## src/rtl/eag_pkg.sv

```systemverilog
package eag_pkg;

   typedef enum logic [3:0] {
      AM_IMPL = 4'd0,
      AM_IMM  = 4'd1,
      AM_ZP   = 4'd2,
      AM_ZPX  = 4'd3,
      AM_ZPY  = 4'd4,
      AM_ABS  = 4'd5,
      AM_ABSX = 4'd6,
      AM_ABSY = 4'd7,
      AM_REL  = 4'd8
   } amode_e;

   localparam int LEN_W = 2;

endpackage

```

## src/rtl/eag_length.sv

```systemverilog
module eag_length
   import eag_pkg::*;
(
   input  logic [3:0]       mode,
   output logic [LEN_W-1:0] len
);

   always_comb begin
      case (mode)
         AM_IMM, AM_ZP, AM_ZPX, AM_ZPY, AM_REL: len = 2'd2;
         AM_ABS, AM_ABSX, AM_ABSY:              len = 2'd3;
         default:                               len = 2'd1;
      endcase
   end

endmodule

```

## src/rtl/eag_index_add.sv

```systemverilog
module eag_index_add #(
   parameter int BASE_W = 8,
   parameter int IDX_W  = 8,
   parameter int OUT_W  = 16
) (
   input  logic [BASE_W-1:0] base,
   input  logic [IDX_W-1:0]  idx,
   output logic [OUT_W-1:0]  sum
);

   localparam int PAD_W = OUT_W - BASE_W;

   logic [BASE_W-1:0] wrapped;

   if (IDX_W > BASE_W) begin : g_bad_idx
      $error("eag_index_add: index wider than base");
   end
   if (OUT_W < BASE_W) begin : g_bad_out
      $error("eag_index_add: output narrower than base");
   end

   assign wrapped = base + {{(BASE_W-IDX_W){1'b0}}, idx};

   if (PAD_W > 0) begin : g_pad
      assign sum = {{PAD_W{1'b0}}, wrapped};
   end else begin : g_nopad
      assign sum = wrapped;
   end

endmodule

```

## src/rtl/eag_rel.sv

```systemverilog
module eag_rel #(
   parameter int ADDR_W = 16,
   parameter int DATA_W = 8
) (
   input  logic [ADDR_W-1:0] op_addr,
   input  logic [DATA_W-1:0] offset,
   output logic [ADDR_W-1:0] target
);

   localparam int EXT_W = ADDR_W - DATA_W;

   logic [ADDR_W-1:0] after_branch;

   assign after_branch = op_addr + ADDR_W'(2);
   assign target       = after_branch + {{EXT_W{offset[DATA_W-1]}}, offset};

endmodule

```

## src/rtl/eag_unit.sv

```systemverilog
module eag_unit
   import eag_pkg::*;
#(
   parameter int          ADDR_W     = 16,
   parameter int          DATA_W     = 8,
   parameter logic [15:0] RESET_PC   = 16'h0600,
   parameter logic [7:0]  RESET_SP   = 8'hFD,
   parameter logic [7:0]  STACK_PAGE = 8'h01,
   parameter bit          REG_OUT    = 1'b1
) (
   input  logic              clk,
   input  logic              rst_n,
   input  logic [3:0]        mode,
   input  logic [ADDR_W-1:0] op_addr,
   input  logic [DATA_W-1:0] opnd_lo,
   input  logic [DATA_W-1:0] opnd_hi,
   input  logic [DATA_W-1:0] idx_x,
   input  logic [DATA_W-1:0] idx_y,
   input  logic [DATA_W-1:0] sp,
   input  logic              branch_taken,
   output logic [ADDR_W-1:0] ea,
   output logic              is_imm,
   output logic [LEN_W-1:0]  ins_len,
   output logic [ADDR_W-1:0] next_pc,
   output logic [ADDR_W-1:0] br_target,
   output logic [ADDR_W-1:0] stack_addr
);

   localparam int LEN_PAD = ADDR_W - LEN_W;

   if (ADDR_W != 2 * DATA_W) begin : g_chk_width
      $error("eag_unit: address must be two data bytes wide");
   end
   if (ADDR_W != 16 || DATA_W != 8) begin : g_chk_reset
      $error("eag_unit: reset constants assume a 16-bit bus");
   end

   logic [ADDR_W-1:0] opnd_word;
   logic [DATA_W-1:0] index_sel;
   logic [ADDR_W-1:0] zp_sum;
   logic [ADDR_W-1:0] abs_sum;
   logic [ADDR_W-1:0] rel_tgt;
   logic [LEN_W-1:0]  len_c;
   logic [ADDR_W-1:0] ea_c;
   logic [ADDR_W-1:0] npc_c;
   logic              imm_c;
   logic [ADDR_W-1:0] stk_c;

   assign opnd_word = {opnd_hi, opnd_lo};
   assign index_sel = (mode == AM_ZPY || mode == AM_ABSY) ? idx_y : idx_x;

   eag_length u_len (
      .mode (mode),
      .len  (len_c)
   );

   eag_index_add #(.BASE_W(DATA_W), .IDX_W(DATA_W), .OUT_W(ADDR_W)) u_zp_add (
      .base (opnd_lo),
      .idx  (index_sel),
      .sum  (zp_sum)
   );

   eag_index_add #(.BASE_W(ADDR_W), .IDX_W(DATA_W), .OUT_W(ADDR_W)) u_abs_add (
      .base (opnd_word),
      .idx  (index_sel),
      .sum  (abs_sum)
   );

   eag_rel #(.ADDR_W(ADDR_W), .DATA_W(DATA_W)) u_rel (
      .op_addr (op_addr),
      .offset  (opnd_lo),
      .target  (rel_tgt)
   );

   always_comb begin
      case (mode)
         AM_IMM:            ea_c = op_addr + ADDR_W'(1);
         AM_ZP:             ea_c = {{DATA_W{1'b0}}, opnd_lo};
         AM_ZPX, AM_ZPY:    ea_c = zp_sum;
         AM_ABS:            ea_c = opnd_word;
         AM_ABSX, AM_ABSY:  ea_c = abs_sum;
         AM_REL:            ea_c = rel_tgt;
         default:           ea_c = '0;
      endcase
   end

   assign imm_c = (mode == AM_IMM);
   assign npc_c = (mode == AM_REL && branch_taken) ? rel_tgt
                : op_addr + {{LEN_PAD{1'b0}}, len_c};
   assign stk_c = {STACK_PAGE, sp};

   if (REG_OUT) begin : g_reg
      logic primed;

      always_ff @(posedge clk or negedge rst_n) begin
         if (!rst_n) begin
            ea         <= '0;
            is_imm     <= 1'b0;
            ins_len    <= LEN_W'(1);
            next_pc    <= RESET_PC;
            br_target  <= '0;
            stack_addr <= {STACK_PAGE, RESET_SP};
            primed     <= 1'b0;
         end else begin
            ea         <= ea_c;
            is_imm     <= imm_c;
            ins_len    <= len_c;
            next_pc    <= npc_c;
            br_target  <= rel_tgt;
            stack_addr <= stk_c;
            primed     <= 1'b1;
         end
      end

      // absolute family reports three bytes
      assert_abs_len_R1: assert property (@(posedge clk) disable iff (!rst_n)
         primed && ($past(mode) inside {AM_ABS, AM_ABSX, AM_ABSY}) |-> ins_len == 2'd3);

      // immediate flag and address follow the opcode
      assert_imm_addr_R2: assert property (@(posedge clk) disable iff (!rst_n)
         primed && $past(mode) == AM_IMM |-> is_imm && ea == $past(op_addr) + 16'd1);

      // zero page indexing never leaves page zero
      assert_zp_page_R4: assert property (@(posedge clk) disable iff (!rst_n)
         primed && ($past(mode) inside {AM_ZPX, AM_ZPY}) |-> ea[ADDR_W-1:DATA_W] == '0);

      // little-endian absolute operand
      assert_abs_order_R5: assert property (@(posedge clk) disable iff (!rst_n)
         primed && $past(mode) == AM_ABS |-> ea == {$past(opnd_hi), $past(opnd_lo)});

      // untaken or non-branch advances sequentially
      assert_seq_pc_R8: assert property (@(posedge clk) disable iff (!rst_n)
         primed && !($past(mode) == AM_REL && $past(branch_taken))
         |-> next_pc == $past(op_addr) + {{LEN_PAD{1'b0}}, ins_len});

      // stack address sits on the stack page
      assert_stack_R9: assert property (@(posedge clk) disable iff (!rst_n)
         primed |-> stack_addr == {STACK_PAGE, $past(sp)});
   end else begin : g_comb
      assign ea         = ea_c;
      assign is_imm     = imm_c;
      assign ins_len    = len_c;
      assign next_pc    = npc_c;
      assign br_target  = rel_tgt;
      assign stack_addr = stk_c;
   end

endmodule

```

## config.mk

```make
export PLATFORM = sky130hd
export DESIGN_NAME = eag_unit
export DESIGN_NICKNAME = d
export VERILOG_FILES = /design/src/rtl/eag_pkg.sv /design/src/rtl/eag_length.sv /design/src/rtl/eag_index_add.sv /design/src/rtl/eag_rel.sv /design/src/rtl/eag_unit.sv
export SDC_FILE = /design/constraint.sdc
export NUM_CORES = 1
export LEC_CHECK = 0
export BUFFER_PORTS_ARGS = -buffer_cell sky130_fd_sc_hd__buf_2
export CAP_MARGIN = 10
export CORE_MARGIN = 3
export CORE_UTILIZATION = 40
export DETAILED_ROUTE_END_ITERATION = 6
export GPL_TIMING_DRIVEN = 1
export PLACE_DENSITY = 0.67
export SYNTH_ARGS = -nofsm -noshare
export SYNTH_HDL_FRONTEND = slang
export SYNTH_SLANG_ARGS = --single-unit
```

## constraint.sdc

```tcl
create_clock -name clk -period 0.8 [get_ports clk]
set_input_delay 0.04 -clock clk [delete_from_list [all_inputs] [get_ports clk]]
set_output_delay 0.04 -clock clk [all_outputs]
set_load 0.01 [all_outputs]
```

After elaboration in Yosys (flattened, before gate mapping)

Memories as Yosys holds them, arrays and structs flattened.
Cells that the tools add are included.

$add $sub $neg: 6
Equal/unequal tests: 8
Multiplexer cells: 3
Reduce and logical (&&, ||, !) cells: 4

Operator list:

| operator                | count |
|---|---|
| $pmux W16 S6            | 1 |
| $add A16 B1 Y16 const B | 1 |
| $add A16 B16 Y16        | 1 |
| $add A16 B2 Y16         | 1 |
| $add A16 B2 Y16 const B | 1 |
| $add A16 B8 Y16         | 1 |
| $eq A4 B3 Y1 const B    | 4 |
| $mux W16                | 1 |
| $add A8 B8 Y8           | 1 |
| $eq A4 B2 Y1 const B    | 2 |
| $mux W8                 | 1 |
| $eq A4 B1 Y1 const B    | 1 |
| $eq A4 B4 Y1 const B    | 1 |
| $reduce_or A2 Y1        | 2 |
| $logic_and A1 B1 Y1     | 1 |
| $logic_or A1 B1 Y1      | 1 |

Register bits: 59
ROM bits: 32
Input port bits: 63
Output and inout bits: 67
Logic and storage cells: 28
Memories kept: 1

Memory list:

| memory           | words | bits a word | read ports | clocked after Yosys merged registers in | wr ports | RTL line        | text |
|---|---|---|---|---|---|---|---|
| (name not given) | 16    | 2           | 1          | 0                                       | 0        | eag_length.sv:9 | `case (mode)` |

Longest topological paths before layout

Gate-level depths: netlist of the first run.

Depth after elaboration: 5
Depth in mapped cells: 12
Gate-level depth less buffers: 12

Modules after synthesis

Synthesis of the first run repeated with hierarchy kept, for this count alone.

Cell total of the unflattened synthesis: 539
Area, all modules: 4865.9 µm²

By module, submodules not included:

| module                    | instances | cells an instance | area an instance (µm²) | sequential area each (µm²) |
|---|---|---|---|---|
| eag_unit                  | 1         | 305               | 3035.4                 | 1488.9 |
| eag_rel                   | 1         | 114               | 918.4                  | 0.0 |
| eag_index_add (u_abs_add) | 1         | 62                | 490.5                  | 0.0 |
| eag_index_add (u_zp_add)  | 1         | 50                | 374.1                  | 0.0 |
| eag_length                | 1         | 8                 | 47.5                   | 0.0 |

Worst setup path before layout of the first run

Ideal clock, no wire load.

Path kind: input -> register
From: in mode[3]
To: reg ea[13]
Library setup time: 126 ps
Arrival time: 2626 ps
Data required time: 674 ps
Path slack: -1952 ps
Cell stages on the path: 11
Path buffers: 1
Cell sequence: buf_2 nand2b_1 a21oi_1 mux2_2 ha_1 nand3_1 o211ai_1 o22a_1 nand3_1 xnor2_1 a221o_1

Longest elaborated chain between the ends: 5
Elaborated cells on any way between the ends: 14
Those cells by class: add/sub (1); eq/ne (8); mux (2); reduce/logical (3)

RTL lines:

| element              | RTL line                       | text |
|---|---|---|
| start, declared      | eag_unit.sv:13                 | `input logic [3:0] mode,` |
| $eq A4 B3 Y1         | eag_unit.sv:50, eag_unit.sv:76 |  |
| $logic_or A1 B1 Y1   | eag_unit.sv:50                 | `assign index_sel = (mode == AM_ZPY \|\| mode == AM_ABSY) ? idx_y : idx_x;` |
| $mux W8              | eag_unit.sv:50                 |  |
| $add A16 B8 Y16      | eag_index_add.sv:22            | `assign wrapped = base + {{(BASE_W-IDX_W){1'b0}}, idx};` |
| $pmux W16 S6 *       | eag_unit.sv:76                 | `case (mode)` |
| net ea_c[13]         | eag_unit.sv:44                 | `logic [ADDR_W-1:0] ea_c;` |
| end signal, assigned | eag_unit.sv:97                 | `ea <= '0;` |
| end signal, assigned | eag_unit.sv:105                | `ea <= ea_c;` |
| end, declared        | eag_unit.sv:21                 | `output logic [ADDR_W-1:0] ea,` |

The timed path passes the listed nets; every way through them passes the cells marked *.

Worst setup path after layout of the first run

From: in opnd_lo[1]
To: reg ea[15]

Longest elaborated chain between the ends: 2
Elaborated cells on any way between the ends: 3
Those cells by class: add/sub (2); mux (1)

RTL lines:

| element          | RTL line       | text |
|---|---|---|
| start, declared  | eag_unit.sv:15 | `input logic [DATA_W-1:0] opnd_lo,` |
| $add A16 B16 Y16 | eag_rel.sv:15  | `assign target = after_branch + {{EXT_W{offset[DATA_W-1]}}, offset};` |
| net rel_tgt[15]  | eag_unit.sv:42 | `logic [ADDR_W-1:0] rel_tgt;` |
| $pmux W16 S6     | eag_unit.sv:76 |  |
| net ea_c[15]     | eag_unit.sv:44 |  |

The timed path passes the listed nets, and every way through them passes these cells.

==> flow_summary.toml, run 1 <==
[hold_path]
hp-start = "op_addr[15]"
hold_path.class = "in -> reg"
hold_end = "br_target[15]"
hold_depth = 3

[detailed_routing]
vias = 4750
dr.first_iter.drc_count = 368
drcViolationCount = 0
antenna_left = 0
wl_per_cell_um = 18.1
drtPass1Iterations = 6
via_per_inst = 5.39
wl_um = 16000

[global_route]
grt.total_usage_pct = 25.5
grt_pass1_vias = 4767
grt_overflow_total = 0
grt_antenna_before_repair = 0
grt_max_degree = 60
grt_pass1_wl_um = 23600

[yosys]
synth_ff_type = "dfrtp_1"
syn_inst = 458
synthXorXnorAreaFrac_pct = 11.0
ys_types = 55
synthDominantCellAreaShare_pct = 28.1
synth_fa_ha_area_share_pct = 14.0
synth_edf_count = 0
synth_warnings = 0
synthArstFlopShare_pct = 100
syn_area_sq_um = 4360
muxShareOfSynthArea_pct = 4.54
synth_top_family_by_area = "compound AO/OA/AOI/OAI gates"
ys_seq_area_share_pct = 34.2
yosysTopAreaCell = "dfrtp_1"
ys_top_cells_by_area = "dfrtp_1 28%, ha_1 13%, dfstp_2 6.0%, xnor2_1 5.8%, xor2_1 4.8%"
synth-simple-area-share_pct = 15.4
synth_compound_area_share_pct = 16.0
synth_seq_cells = 59
synth_area_per_cell_sq_um = 9.52

[finish]
nets = 851
final_common_cell = "buf_4"
final_cell_mix = "125 x buf_4, 95 x buf_2, 49 x dfrtp_1"
fill_cells = 689
final_cell_area_sq_um = 8040
drive_above_1_share_pct = 62.1
n_antenna_cell = 0
syn_to_final_growth_pct = 84.5

[clock_network]
cts_max_level = 3
cts_tree = "built"
cts.sinks = 59
path_clk_slew_ps = 70
cts-root-buf = "clkbuf_8"
clk_path_buf_depth = 2
cts_made_buffers = 9

[critical_path]
end_kind = "flop"
worst_setup_path_start_kind = "input pin"
worst_ep_required_time_ps = 1030
crit_arrival_ps = 2330
worstSetupPathType = "in -> reg"
path_max_fanout = 5

[place]
port_buffers = 121
dpl_cell_area_sq_um = 6640
routabilityCongestion = 0.887
hpwl_um = 11300

[pwr]
p_per_area_nw_per_um2 = 1470
max-vdd-ir-drop_uv = 740
p_leak_uw = 0.00364

[timing]
setup_viol = 105
period_needed_ps = 2100
setup_ws_ps = -1300
final.period_utilization_pct = 262
setup_tns_ps = -48670
relSlewSlack_pct = 52.2
report.final.slew_viol_count = 0
tightest_slew_ps = 718
grt_setup_unrepaired = "yes"
fmax_mhz = 477
hold_viol = 0

[status]
status = "finished, violations left"
violations = "negative setup slack"

[job]
drv_cap = 0

[die]
initial_core_util_pct = 41.7
fp.dieW_um = 110
die-area_sq_um = 12200
rows = 37
die_y_um = 110
core_sq_um = 10500
boundaryPins = 130
-- repair_timing --
| item | 4_1_cts | 5_1_grt |
|---|---|---|
| pin swaps | 64 | 26 |
| endpoints found under the hold margin | 69 | 0 |
| gates resized for setup | 131 | 59 |
| cloned | 1 | 0 |
| buffers inserted | 21 | 11 |
| endpoints found under the setup margin | 106 | 106 |
| hold buffers | 11 | 0 |
-- worst max path at each step --
stage	slack (ps)	endpoint	from	cells after the start
6_report	-1300	ea[15]	opnd_lo[1]	13
3_5_place_dp	-1760	ea[13]	mode[1]	13
4_1_cts	-1310	ea[15]	mode[0]	13
3_3_place_gp	-1680	ea[15]	opnd_lo[1]	13
5_1_grt	-1390	ea[15]	opnd_lo[1]	13
2_1_floorplan	-1550	ea[13]	mode[3]	11
-- critical path, cell delays in order --
cell	delay, ps
buf_12	110
inv_12	40
ha_4	190
inv_2	60
ha_4	130
inv_2	40
fa_2	360
nor2b_2	150
o31a_1	280
o21a_1	180
o211ai_1	160
xor2_1	220
a221o_1	370
-- Yosys cell counts, types with 9 or more instances --
master    number
nor2_1        32
clkbuf_1       9
ha_1          44
inv_1         19
a21oi_1       20
dfrtp_1       49
nand3_1       22
nand2_1       37
o21ai_0       19
nor3_1        11
mux2_2        14
xnor2_1       29
dfstp_2       10
xor2_1        24
-- registers in the layout, summed over array words and instances (netlist names) --
register / cells
is_imm: 1
ins_len: 2
br_target: 16
next_pc: 16
stack_addr: 8
ea: 16
-- per-layer routing --
layer	global-route usage, %	part of all wire (%)
met4	8.80	2.2
met5	0	0
met2	44.7	51
met1	31.5	40
met3	4.48	6.4
-- per-stage QoR --
| stage | hold WS [ps] | power (uW) | utilization [%] | std cells | setup WS (ps) |
|---|---|---|---|---|---|
| 3_5_place_dp | 62.9 | 8030 | 63.4 | 835 | -1760 |
| 5_1_grt | 66.1 | 12400 | 76.8 | 882 | -1390 |
| 2_1_floorplan | -256 | 5940 | - | 464 | -1550 |
| 6_report | 55.3 | 11800 | 76.8 | 882 | -1300 |
| 3_3_place_gp | 57.3 | 7910 | 63.4 | 835 | -1680 |
| 4_1_cts | 41.6 | 11200 | 73.5 | 876 | -1310 |
-- cell type report --
type / instances / area, sq um / area share [%]
flip-flops and latches: 59 / 1490 / 18.5
multi-input cells: 363 / 3860 / 48.0
clock buffers: 11 / 131 / 1.63
repair buffers: 288 / 2250 / 27.9
clock inverters: 5 / 38.8 / 0.482
inverters: 20 / 103 / 1.28
well taps: 136 / 170 / 2.12
-- where the power goes --
| part | internal [uW] | switching (uW) | total [uW] |
|---|---|---|---|
| sequential | 3410 | 129 | 3540 |
| clock | 1140 | 1260 | 2400 |
| combinational | 3080 | 2780 | 5850 |
| total | 7630 | 4170 | 11800 |
-- logic make-up after synthesis --
family / after synthesis
and+or+nand+nor: 137
AOI/OAI and AO/OA: 99
DFF: 59
xor gates and xnor gates: 54
adders and majority gates: 47
buffers and inverters: 42
muxes: 18
other: 2
Power figures use the tool's default switching activity.
==> run 2: changes to the inputs <==
--- a/config.mk
+++ b/config.mk
@@ -5,13 +5,14 @@
 export SDC_FILE = /design/constraint.sdc
 export NUM_CORES = 1
 export LEC_CHECK = 0
+export ABC_AREA = 1
 export BUFFER_PORTS_ARGS = -buffer_cell sky130_fd_sc_hd__buf_2
 export CAP_MARGIN = 10
 export CORE_MARGIN = 3
 export CORE_UTILIZATION = 40
 export DETAILED_ROUTE_END_ITERATION = 6
 export GPL_TIMING_DRIVEN = 1
-export PLACE_DENSITY = 0.67
+export PLACE_DENSITY = 0.66
 export SYNTH_ARGS = -nofsm -noshare
 export SYNTH_HDL_FRONTEND = slang
 export SYNTH_SLANG_ARGS = --single-unit
==> flow_summary.toml, run 2 <==
[yosys]
ys_top_cells_by_area = "dfrtp_1 26%, nand2_1 15%, ha_1 12%, inv_1 7.5%, nand3_1 7.5%"
syn_inst = 668
synth.most_common_cell = "nand2_1"
ys_types = 40
synth_ff_type = "dfrtp_1"
synthArstFlopShare_pct = 100
synth_area_per_cell_sq_um = 7.13
synthDominantCellAreaShare_pct = 25.7
synth_edf_count = 0
ys_seq_area_share_pct = 31.3
yosys-top-cells-count = "196 x nand2_1, 95 x inv_1, 71 x nand3_1"
synth_warnings = 0
syn_area_sq_um = 4760
synth_seq_cells = 59
yosysTopAreaCell = "dfrtp_1"

[pwr]
clockPowerShare_pct = 31.2
switching_share_pct = 33.7
switchingPower_uw = 4640
max-vdd-ir-drop_uv = 1070
p_int_uw = 9130
p_per_area_nw_per_um2 = 1560
pwr-share-seq_pct = 25.6
comb_power_share_pct = 43.2
p_leak_uw = 0.00448

[critical_path]
worst_ep_required_time_ps = 1060
end_kind = "flop"
path_max_fanout = 4
path_cells = "buf_8 -> buf_6 -> buf_6 -> nor2_4 -> ha_4 -> mux2i_4 -> ha_4 -> fa_2 -> inv_2 -> nor2_4 -> nand2_4 -> nor2_4 -> nand2_2 -> o21ai_2 -> o21ai_1"
path_common_cell = "nor2_4"
worstSetupPathType = "in -> reg"
slowest_delay_ps = 260
crit_path_top_delay_cell = "fa_2"
worst_setup_path_start_kind = "input pin"
crit_arrival_ps = 2120

[job]
drv_cap = 0

[detailed_routing]
via_per_inst = 5.10
drtPass1Iterations = 5
drcViolationCount = 0
antenna_left = 0
wl_um = 18600
dr.first_iter.drc_count = 490
vias = 5651
wl_per_cell_um = 16.8

[finish]
n_antenna_cell = 0
final_cell_mix = "132 x nand2_1, 128 x buf_4, 94 x buf_2"
final_common_cell = "nand2_1"
drive_above_1_share_pct = 57.1
syn_to_final_growth_pct = 85.1
reg_top3 = "br_target (16), ea (16), next_pc (16)"
nets = 1069

[global_route]
grt_pass1_wl_um = 27400
grt_overflow_total = 0
busiest_layer = "met2"
grt.total_usage_pct = 26.5
grt_antenna_before_repair = 0
met3_usage_pct = 3.00
met2_usage_pct = 47.6
grtUsageMet1_pct = 32.8
grt_pass1_vias = 5577
grt_max_degree = 60

[timing]
hold_viol = 0
period_needed_ps = 1860
grt_setup_unrepaired = "yes"
whs_ps = 41.4
report.final.slew_viol_count = 0
fmax_mhz = 537
setup_tns_ps = -38880
setup_viol = 105
final.period_utilization_pct = 233
setup_ws_ps = -1060

[die]
boundaryPins = 130
die-area_sq_um = 13300
rows = 39
core_sq_um = 11500
fp.dieW_um = 115
initial_core_util_pct = 41.4
die_y_um = 115

[clock_network]
clk_path_buf_depth = 2
cts_tree = "built"
cts-root-buf = "clkbuf_16"
cts_max_level = 3
cts.sinks = 59
path_clk_slew_ps = 50
cts_made_buffers = 9

[place]
port_buffers = 121
routabilityCongestion = 0.911
dpl_worst_slack_ps = -1390
hpwl_um = 12700

[status]
violations = "negative setup slack"
status = "finished, violations left"

[hold_path]
hold_path.class = "in -> reg"
-- run 2: changes by cell type after synthesis, moves of 17 or more --
cell | before | now
xor2_1 | 24 | 7
nand2_1 | 37 | 196
xnor2_1 | 29 | 3
inv_1 | 19 | 95
nand3_1 | 22 | 71
-- run 2: logic make-up after synthesis --
| logic type | count (synthesis) | synth area share (%) |
|---|---|---|
| multiplexers | 9 | 2.10 |
| other | 2 | 0.158 |
| XOR/XNOR | 10 | 1.84 |
| buffers and inverters | 112 | 9.95 |
| AND/OR/NAND/NOR | 361 | 34.0 |
| adder cells (fa/ha/maj) | 47 | 12.8 |
| flip-flops | 59 | 31.3 |
| AO/OA/AOI/OAI | 68 | 7.88 |
-- run 2: area by class of cell --
class / instances / area (sq um)
clock buffers: 10 / 239
well taps: 143 / 179
multi-input cells: 503 / 4160
repair buffers: 287 / 2250
fillers: 746 / 2700
clock inverters: 6 / 88.8
flip-flops and latches: 59 / 1490
inverters: 99 / 410
-- run 2: path summary, 6_finish.rpt --
path	from	to	slack, ps	depth (start not counted)
min in group asynchronous	rst_n	br_target[14]	250	3
max	mode[0]	next_pc[10]	-1060	15
min	opnd_hi[7]	ea[15]	40	4
max in group asynchronous	rst_n	stack_addr[7]	230	3
-- run 2: power groups by stage --
stage / clock network [uW] / registers [uW] / logic [uW]
after global routing: 4430 / 3560 / 6390
after detailed placement: 0 / 3560 / 4370
after floorplan: 0 / 3770 / 2070
after CTS: 4320 / 3520 / 5290
final: 4300 / 3520 / 5960
after global placement: 0 / 3540 / 4270
-- run 2: through the flow --
stage / total power [uW] / instance area [sq um] / utilization, % / cells
after floorplan: 5840 / 5350 / - / 674
after global placement: 7820 / 7050 / 61.3 / 1051
after detailed placement: 7930 / 7050 / 61.3 / 1051
after CTS: 13100 / 8360 / 72.6 / 1095
after global routing: 14400 / 8820 / 76.6 / 1107
final: 13800 / 8820 / 76.6 / 1107
-- run 2: worst max-delay path: cells and delay by family --
kind	cells	cell delay, ps
AO/OA/AOI/OAI	2	200
adder cells (fa/ha/maj)	3	670
buffers and inverters	4	390
multiplexers	1	200
AND/OR/NAND/NOR	5	610
-- run 2: routing by layer --
metal	share of wire, %	vias to the layer above
li1	-	2708
met1	40	2677
met2	51	221
met3	4.9	45
met4	3.3	0
met5	0	-
-- run 2: timing repair --
action,CTS,global route
hold endpoints to repair,66,0
pin swaps,85,70
hold buffers,9,0
buffers inserted,22,18
endpoints found under the setup margin,105,106
resized for setup,188,83
